--- src/rtl/eow_pkg.sv ---
package eow_pkg;
    // Registered state of the read-boundary detector
    typedef struct packed {
        logic rd_prev;
    } edge_st_t;

    // Registered state of the toggle tracker
    typedef struct packed {
        logic tog;
    } tog_st_t;
endpackage

--- src/rtl/eow_rd_edge.sv ---
module eow_rd_edge
    import eow_pkg::*;
(
    input  logic clk,
    input  logic rst_n,
    input  logic rd_act,
    output logic rd_done
);
    edge_st_t st_d, st_q;

    always_comb begin
        st_d         = st_q;
        st_d.rd_prev = rd_act;
        rd_done      = st_q.rd_prev & ~rd_act;
    end

    always_ff @(posedge clk or negedge rst_n) begin
        if (!rst_n) st_q <= '0;
        else        st_q <= st_d;
    end
endmodule

--- src/rtl/eow_toggle.sv ---
module eow_toggle
    import eow_pkg::*;
(
    input  logic clk,
    input  logic rst_n,
    input  logic prog_busy,
    input  logic rd_done,
    output logic tog_bit
);
    tog_st_t st_d, st_q;

    always_comb begin
        st_d = st_q;
        if (!prog_busy)   st_d.tog = 1'b0;      // idle: start next cycle from zero
        else if (rd_done) st_d.tog = ~st_q.tog; // one step per finished read
    end

    assign tog_bit = st_q.tog;

    always_ff @(posedge clk or negedge rst_n) begin
        if (!rst_n) st_q <= '0;
        else        st_q <= st_d;
    end
endmodule

--- src/rtl/eow_status_mux.sv ---
module eow_status_mux #(
    parameter int ADDR_W = 13,
    parameter int DATA_W = 8
) (
    input  logic              prog_busy,
    input  logic              rd_act,
    input  logic [ADDR_W-1:0] rd_addr,
    input  logic [ADDR_W-1:0] last_addr,
    input  logic [DATA_W-1:0] last_data,
    input  logic [DATA_W-1:0] array_q,
    input  logic              tog_bit,
    output logic [DATA_W-1:0] bus_q
);
    localparam int POLL_POS = DATA_W - 1;
    localparam int TOG_POS  = DATA_W - 2;

    logic [DATA_W-1:0] status;
    logic              hit;

    always_comb begin
        hit               = (rd_addr == last_addr);
        status            = '0;
        status[POLL_POS]  = hit & ~last_data[POLL_POS];
        status[TOG_POS]   = tog_bit;
        if (!rd_act)        bus_q = '0;
        else if (prog_busy) bus_q = status;
        else                bus_q = array_q;
    end
endmodule

--- src/rtl/eow_responder.sv ---
module eow_responder #(
    parameter int ADDR_W = 13,
    parameter int DATA_W = 8
) (
    input  logic              clk,
    input  logic              rst_n,
    input  logic              prog_busy,
    input  logic [ADDR_W-1:0] last_addr,
    input  logic [DATA_W-1:0] last_data,
    input  logic              rd_act,
    input  logic [ADDR_W-1:0] rd_addr,
    input  logic [DATA_W-1:0] array_q,
    output logic [DATA_W-1:0] bus_q
);
    logic rd_done;
    logic tog_bit;

    eow_rd_edge u_edge (
        .clk     (clk),
        .rst_n   (rst_n),
        .rd_act  (rd_act),
        .rd_done (rd_done)
    );

    eow_toggle u_tog (
        .clk       (clk),
        .rst_n     (rst_n),
        .prog_busy (prog_busy),
        .rd_done   (rd_done),
        .tog_bit   (tog_bit)
    );

    eow_status_mux #(.ADDR_W(ADDR_W), .DATA_W(DATA_W)) u_mux (
        .prog_busy (prog_busy),
        .rd_act    (rd_act),
        .rd_addr   (rd_addr),
        .last_addr (last_addr),
        .last_data (last_data),
        .array_q   (array_q),
        .tog_bit   (tog_bit),
        .bus_q     (bus_q)
    );
endmodule

--- config.mk ---
export PLATFORM = sky130hd
export DESIGN_NAME = eow_responder
export DESIGN_NICKNAME = d
export VERILOG_FILES = /design/src/rtl/eow_pkg.sv /design/src/rtl/eow_rd_edge.sv /design/src/rtl/eow_toggle.sv /design/src/rtl/eow_status_mux.sv /design/src/rtl/eow_responder.sv
export SDC_FILE = /design/constraint.sdc
export NUM_CORES = 1
export LEC_CHECK = 0
export ABC_AREA = 1
export ABC_CLOCK_PERIOD_IN_PS = 870
export CELL_PAD_IN_SITES_DETAIL_PLACEMENT = 2
export CELL_PAD_IN_SITES_GLOBAL_PLACEMENT = 2
export CORE_ASPECT_RATIO = 1.4
export CORE_MARGIN = 2
export CORE_UTILIZATION = 20
export DETAILED_ROUTE_END_ITERATION = 6
export DONT_BUFFER_PORTS = 1
export GPL_TIMING_DRIVEN = 0
export PLACE_DENSITY = 0.69
export SLEW_MARGIN = 25
export SYNTH_ARGS = -nofsm -noshare
export SYNTH_HDL_FRONTEND = slang
export SYNTH_SLANG_ARGS = --single-unit
--- constraint.sdc ---
create_clock -name clk -period 0.87 [get_ports clk]
set_input_delay 0.1305 -clock clk [delete_from_list [all_inputs] [get_ports clk]]
set_output_delay 0.1305 -clock clk [all_outputs]
set_load 0.1 [all_outputs]
==> impl_metrics.env, run 1 <==
export IMPL_holdCritPathClass="in2reg"
export IMPL_die_area_um2=2572
export IMPL_area_growth_pct=77.01
export IMPL_power_density_nw_per_um2=867.4
export IMPL_crit_path_start_kind="flop"
export IMPL_syn_inst=100
export IMPL_die_width_um=43.44
export IMPL_initial_core_util_pct=20.47
export IMPL_grt_pass1_wl_um=2359
export IMPL_post_route_worst_setup_slack_ps=-422.8
export IMPL_crit_type="reg2out"
export IMPL_first_pass_iters=2
export IMPL_dp_hpwl_um=1258
export IMPL_root_buffer="clkbuf_4"
export IMPL_grt_max_degree=7
export IMPL_leakage_uw=0.0003920
export IMPL_finalCritPeriodShare_pct=148.6
export IMPL_synth_compound_area_share_pct=3.448
export IMPL_worstPathBufferInverterCount=1
export IMPL_dieHeight_um=59.21
export IMPL_cts_htree_levels=1
export IMPL_antenna_found_initial=0
export IMPL_rows=20
export IMPL_cts_buffers=3
export IMPL_max_stage_delay_ps=550
export IMPL_io_pin_count=54
export IMPL_place_ws_ps=-248.4
export IMPL_n_antenna_cell=0
export IMPL_drtAntennaViolNets=0
export IMPL_yosys_area_share_simple_pct=59.77
export IMPL_crit_required_ps=740
export IMPL_netlist_area_um2=435.4
export IMPL_clockBufferDepth=2
export IMPL_cts_tree="yes"
export IMPL_drc=0
export IMPL_dpl_cell_area_um2=539.3
export IMPL_critPathLaunch="u_tog.tog_bit"
export IMPL_routedWlPerCell_um=10.47
export IMPL_critPathMaxFanout=3
export IMPL_hold_violations=0
export IMPL_io_buffer_count=0
export IMPL_ys_warn_count=0
export IMPL_cp_arrival_ps=1160
export IMPL_max_slew_worst_pin_slew_ps=692.8
export IMPL_violations="setup timing"
export IMPL_clock_sinks=2
export IMPL_status="complete, but fails checks"
export IMPL_cp_end_kind="primary output"
export IMPL_r2r_start="u_tog.tog_bit"
export IMPL_drive_gt1_share_pct=59.26
export IMPL_critPathSlowestCell="o21ai_4"
export IMPL_routed_wirelength_um=1361
export IMPL_clk_pin_slew_ps=30
export IMPL_min_from="prog_busy"
export IMPL_via_count=597
export IMPL_gp_congestion=0.6755
export IMPL_slew_headroom_pct=53.64
export IMPL_synthMuxAreaShare_pct=0
export IMPL_via_per_inst=4.592
export IMPL_maxCapViolations=0
export IMPL_postSynthAreaPerCell_um2=4.354
export IMPL_coreArea_um2=2127
export IMPL_synth_top_family_by_area="simple AND/OR/NAND/NOR gates"
export IMPL_worstPathCellList="inv_2, o21ai_4"
export IMPL_min_period_ps=1293
export IMPL_synth_area_top_cells="nand2_1 (42%), inv_1 (23%), nor2_1 (12%), dfrtp_1 (11%), or2_2 (2.9%)"
export IMPL_fin_area_um2=770.7
export IMPL_synth_cell_types=10
export IMPL_setup_violations=8
export IMPL_synthAdderAreaFrac_pct=0
export IMPL_total_power_uw=668.6
export IMPL_grt_usage_pct=11.76
export IMPL_syn_nets=146
export IMPL_synth_xor_area_share_pct=2.011
export IMPL_drtIter0Drc=2
export IMPL_synth_seq_cells=2
export IMPL_clock_skew_ps=0.06195
export IMPL_clock_latency_ps=220
export IMPL_first_global_vias=644
export IMPL_yosys_area_top_type_share_pct=42.24
export IMPL_synth_top_area_cell="nand2_1"
export IMPL_seq_area_frac_synth_pct=11.49
export IMPL_nets=156
export IMPL_drv_slew=0
export IMPL_fmax_mhz=773.5
export IMPL_rsz0062_at_grt="yes"
export IMPL_critical_path_top_delay_family="compound AO/OA/AOI/OAI gates"
export IMPL_overflow=0
export IMPL_ir_worst_vdd_mv=0.3727
==> cell type report <==
class	count	area (um^2)
clock buffers	3	22.52
fillers	283	1356
inverters	27	171.4
multi-input cells	71	444.2
flip-flops and latches	2	50.05
well taps	22	27.53
repair buffers	5	55.05
==> registers in the layout (all words and copies together) (netlist names) <==
name and count:
u_edge.st_q 1, u_tog.tog_bit 1
==> worst reg2reg max path, delay by kind of cell (launching register included) <==
family / cells / cell delay (ps)
AO/OA/AOI/OAI: 2 / 210
buffers and inverters: 1 / 90
flip-flops: 1 / 360
==> placed cells by master, fill, tap and decap left out, types with 2 or more instances in the layout <==
| master | instances |
|---|---|
| clkinv_8 | 2 |
| clkinvlp_4 | 2 |
| dfrtp_1 | 2 |
| clkbuf_4 | 3 |
| inv_8 | 2 |
| nand2_4 | 5 |
| inv_1 | 3 |
| buf_4 | 2 |
| nor2_1 | 4 |
| nor2_4 | 6 |
| nor2_2 | 5 |
| inv_2 | 11 |
| inv_6 | 2 |
| inv_4 | 5 |
| nand2_1 | 30 |
| or2_2 | 2 |
| dlygate4sd3_1 | 2 |
| nand2_2 | 13 |
==> worst paths after layout <==
path	slack, ps	endpoint	depth (start not counted)
setup / recovery	-420	bus_q[6]	2
hold / removal	50	u_tog.tog_bit	2
setup reg to reg	140	u_tog.tog_bit	3
hold reg to reg	540	u_tog.tog_bit	2
max in group asynchronous	610	u_tog.tog_bit	1
min in group asynchronous	140	u_edge.st_q	1
==> cells in the mapped netlist <==
cell	instances
inv_1	27
nor2_2	1
or2_2	2
nand3_1	1
a21oi_1	1
dfrtp_1	2
xnor2_1	1
nand2_1	49
nor2_1	14
o21ai_0	2
==> through the flow <==
stage / setup TNS (ps) / utilization, % / hold WS, ps / std cells
after floorplan: -1267 / - / -165.1 / 100
after global placement: -1629 / 25.35 / -165.0 / 122
after detailed placement: -1707 / 25.35 / -165.0 / 122
after CTS: -1176 / 32.71 / 42.10 / 130
after global routing: -1373 / 36.24 / 72.86 / 130
final: -1105 / 36.24 / 49.11 / 130
==> per-layer routing <==
layer  vias to the layer above  GRT usage, %  wire length [um]  share of wire, %
li1                        293             -                 -                 -
met1                       266         10.31               385                28
met2                        36         25.37               821                60
met3                         2         2.744               146                11
met4                         0         2.597                 8              0.59
met5                         -             0                 0                 0
==> cells by family after synthesis <==
logic type	count (synthesis)
buf+inv	27
xor+xnor	1
compound gates	3
flops	2
simple gates	67
==> power breakdown <==
group | total, uW | switching [uW] | internal [uW]
clock network | 207 | 54.9 | 152
registers | 102 | 2.24 | 99.3
logic | 360 | 235 | 125
total | 669 | 292 | 377
==> what timing repair did <==
| action | CTS | global route |
|---|---|---|
| setup buffers | 3 | 0 |
| pin swaps | 34 | 24 |
| hold endpoints to repair | 3 | 0 |
| hold buffers | 2 | 0 |
| resized for setup | 42 | 32 |
| setup endpoints to repair | 8 | 8 |
Note: power is estimated with default switching activity, not from simulation.
==> inputs of run 2 (changes only) <==
--- a/config.mk
+++ b/config.mk
@@ -11,12 +11,14 @@
 export CELL_PAD_IN_SITES_GLOBAL_PLACEMENT = 2
 export CORE_ASPECT_RATIO = 1.4
 export CORE_MARGIN = 2
-export CORE_UTILIZATION = 20
+export CORE_UTILIZATION = 23
+export CTS_BUF_LIST = sky130_fd_sc_hd__clkbuf_4 sky130_fd_sc_hd__clkbuf_8
 export DETAILED_ROUTE_END_ITERATION = 6
 export DONT_BUFFER_PORTS = 1
 export GPL_TIMING_DRIVEN = 0
-export PLACE_DENSITY = 0.69
+export PLACE_DENSITY = 0.76
 export SLEW_MARGIN = 25
 export SYNTH_ARGS = -nofsm -noshare
 export SYNTH_HDL_FRONTEND = slang
+export SYNTH_HIERARCHICAL = 1
 export SYNTH_SLANG_ARGS = --single-unit
==> constraint.sdc (replaced) <==
create_clock -name clk -period 0.87 [get_ports clk]
set_input_delay 0.1305 -clock clk [delete_from_list [all_inputs] [get_ports clk]]
set_output_delay 0.1305 -clock clk [all_outputs]
set_load 0.02 [all_outputs]
==> run 2 against run 1 <==
Net effect: critical endpoint unchanged; worst setup slack improved by 280 ps; sequential power is essentially flat; sequential share of layout area up 1.1 points; clock power decreased by 5%; register-to-register slack got worse by 80 ps; combinational power down 35%; flip-flop and latch count did not move; fmax is 28% higher; the flow still finishes with violations (setup timing); die area shrank 8.1%; hold slack lost 3.2 ps; via count fell by 4.2%.
==> impl_metrics.env, run 2 <==
export IMPL_layout_commonest_cell="nand2_1"
export IMPL_maxCapViolations=0
export IMPL_initial_core_util_pct=23.72
export IMPL_routed_wirelength_um=1578
export IMPL_seq_area_frac_synth_pct=10.96
export IMPL_synth_seq_cells=2
export IMPL_cp_end_kind="primary output"
export IMPL_clk_pin_slew_ps=30
export IMPL_synth_edf_count=0
export IMPL_antenna_found_initial=0
export IMPL_min_period_ps=1009
export IMPL_via_per_inst=4.434
export IMPL_dieHeight_um=56.73
export IMPL_combPwrFrac_pct=43.8
export IMPL_holdCritPathClass="in2reg"
export IMPL_swShare_pct=34.79
export IMPL_max_slew_worst_pin_slew_ps=276.7
export IMPL_power_density_nw_per_um2=800.5
export IMPL_worstPathBufferInverterCount=0
export IMPL_drtIter0Drc=12
export IMPL_clockBufferDepth=2
export IMPL_root_buffer="clkbuf_4"
export IMPL_n_antenna_cell=0
export IMPL_syn_inst=101
export IMPL_leakage_uw=0.0003974
export IMPL_coreArea_um2=1926
export IMPL_die_width_um=41.66
export IMPL_synth_area_top_cells="nand2_1 (35%), inv_1 (26%), nor2_1 (12%), dfrtp_1 (11%), nor2_2 (5.5%)"
export IMPL_cts_buffers=3
export IMPL_ir_worst_vdd_mv=0.4151
export IMPL_synth_cell_types=12
export IMPL_cts_tree="yes"
export IMPL_p_int_uw=346.1
export IMPL_drtAntennaViolNets=0
export IMPL_die_area_um2=2363
export IMPL_netlist_area_um2=456.7
export IMPL_yosys_area_top_type_share_pct=34.52
export IMPL_rows=19
export IMPL_grt_usage_pct=13.98
export IMPL_grt_max_degree=7
export IMPL_gp_congestion=0.6741
export IMPL_power_frac_clock_pct=36.9
export IMPL_reg2reg_setup_slack_ps=60
export IMPL_power_frac_seq_pct=19.2
export IMPL_grt_pass1_wl_um=2573
export IMPL_critPathMaxFanout=2
export IMPL_critical_path_top_delay_family="flip-flops"
export IMPL_syn_nets=147
export IMPL_crit_type="reg2out"
export IMPL_drv_slew=0
export IMPL_crit_required_ps=740
export IMPL_tns_ps=-139.3
export IMPL_finalCritPeriodShare_pct=116.0
export IMPL_cts_htree_levels=1
export IMPL_postSynthAreaPerCell_um2=4.522
export IMPL_clock_skew_ps=1.180
export IMPL_first_pass_iters=4
export IMPL_total_power_uw=530.8
export IMPL_rsz0062_at_grt="yes"
export IMPL_fmax_mhz=990.8
export IMPL_hold_violations=0
export IMPL_clock_sinks=2
export IMPL_cp_arrival_ps=880
export IMPL_dp_hpwl_um=1298
export IMPL_io_pin_count=54
export IMPL_overflow=0
export IMPL_status="complete, but fails checks"
export IMPL_place_ws_ps=-61.99
export IMPL_critPathSlowestCell="dfrtp_1"
export IMPL_layout_common_cells="nand2_1 (29), inv_1 (18), nand2_2 (12)"
export IMPL_drc=0
export IMPL_synth_top_area_cell="nand2_1"
export IMPL_via_count=572
export IMPL_synth_flop_cell="dfrtp_1"
export IMPL_max_stage_delay_ps=380
export IMPL_io_buffer_count=0
export IMPL_crit_path_start_kind="flop"
export IMPL_clock_latency_ps=220
export IMPL_violations="setup timing"
export IMPL_area_growth_pct=45.21
export IMPL_first_global_vias=678
export IMPL_routedWlPerCell_um=12.23
export IMPL_slew_headroom_pct=81.53
export IMPL_async_flop_share_pct=100.0
export IMPL_drive_gt1_share_pct=46.30
export IMPL_synth_most_common_cell="nand2_1"
export IMPL_p_switching_uw=184.7
export IMPL_ys_top_cells_by_count="nand2_1 (42), inv_1 (32), nor2_1 (14)"
export IMPL_worstPathCellList="a22o_4"
export IMPL_nets=156
export IMPL_setup_violations=1
export IMPL_ys_warn_count=6
export IMPL_fillers=269
export IMPL_post_route_worst_setup_slack_ps=-139.3
==> run 2: routing by layer <==
layer / vias up / global-route usage (%) / part of all wire [%]
li1: 287 / - / -
met1: 266 / 11.65 / 27
met2: 19 / 30.13 / 66
met3: 0 / 2.251 / 6.8
met4: 0 / 5.530 / 0
met5: - / 0 / 0
==> run 2: cells by family (layout without fill, tap and decap cells) <==
| group | after synthesis | count (layout) | share of synthesized area, % |
|---|---|---|---|
| flops | 2 | 2 | 10.96 |
| simple gates | 64 | 64 | 57.81 |
| xor+xnor | 1 | 1 | 1.918 |
| compound gates | 1 | 1 | 2.192 |
| buf+inv | 33 | 40 | 27.12 |
==> run 2: final cells by class <==
class	instances	area [um^2]	share of cell area [%]
Inverter	33	141.4	21.32
Clock buffer	3	22.52	3.396
Sequential cell	2	50.05	7.547
Tap cell	21	26.28	3.962
Multi-Input combinational cell	66	387.9	58.49
Timing Repair Buffer	4	35.03	5.283
==> run 2: final timing paths <==
path | from | to | cells after the start
worst max register to register | u_tog/tog_bit | u_tog/tog_bit | 4
worst min register to register | u_edge/st_q | u_tog/tog_bit | 4
min in group asynchronous | rst_n | u_edge/st_q | 1
worst max-delay path | u_tog/tog_bit | bus_q[6] | 1
worst min-delay path | prog_busy | u_tog/tog_bit | 2
max in group asynchronous | rst_n | u_tog/tog_bit | 1
==> run 2: through the flow <==
step / hold WS [ps] / area [um^2] / instances / utilization (%)
2_1_floorplan: -165.1 / 456.7 / 101 / -
3_3_place_gp: -165.0 / 483.0 / 122 / 25.08
3_5_place_dp: -165.0 / 483.0 / 122 / 25.08
4_1_cts: 34.90 / 608.1 / 129 / 31.58
5_1_grt: 47.55 / 663.1 / 129 / 34.44
6_report: 45.87 / 663.1 / 129 / 34.44
==> run 2: power by group through the flow <==
| stage | clock (uW) | combinational, uW | sequential (uW) |
|---|---|---|---|
| 2_1_floorplan | 0 | 137 | 103 |
| 3_3_place_gp | 0 | 151 | 103 |
| 3_5_place_dp | 0 | 162 | 104 |
| 4_1_cts | 207 | 210 | 102 |
| 5_1_grt | 206 | 261 | 103 |
| 6_report | 196 | 233 | 102 |
==> run 2: timing repair <==
action,4_1_cts,5_1_grt
pin swaps,21,22
gates resized for setup,27,26
endpoints found under the hold margin,3,0
endpoints found under the setup margin,8,3
buffers inserted,2,0
hold buffers,2,0
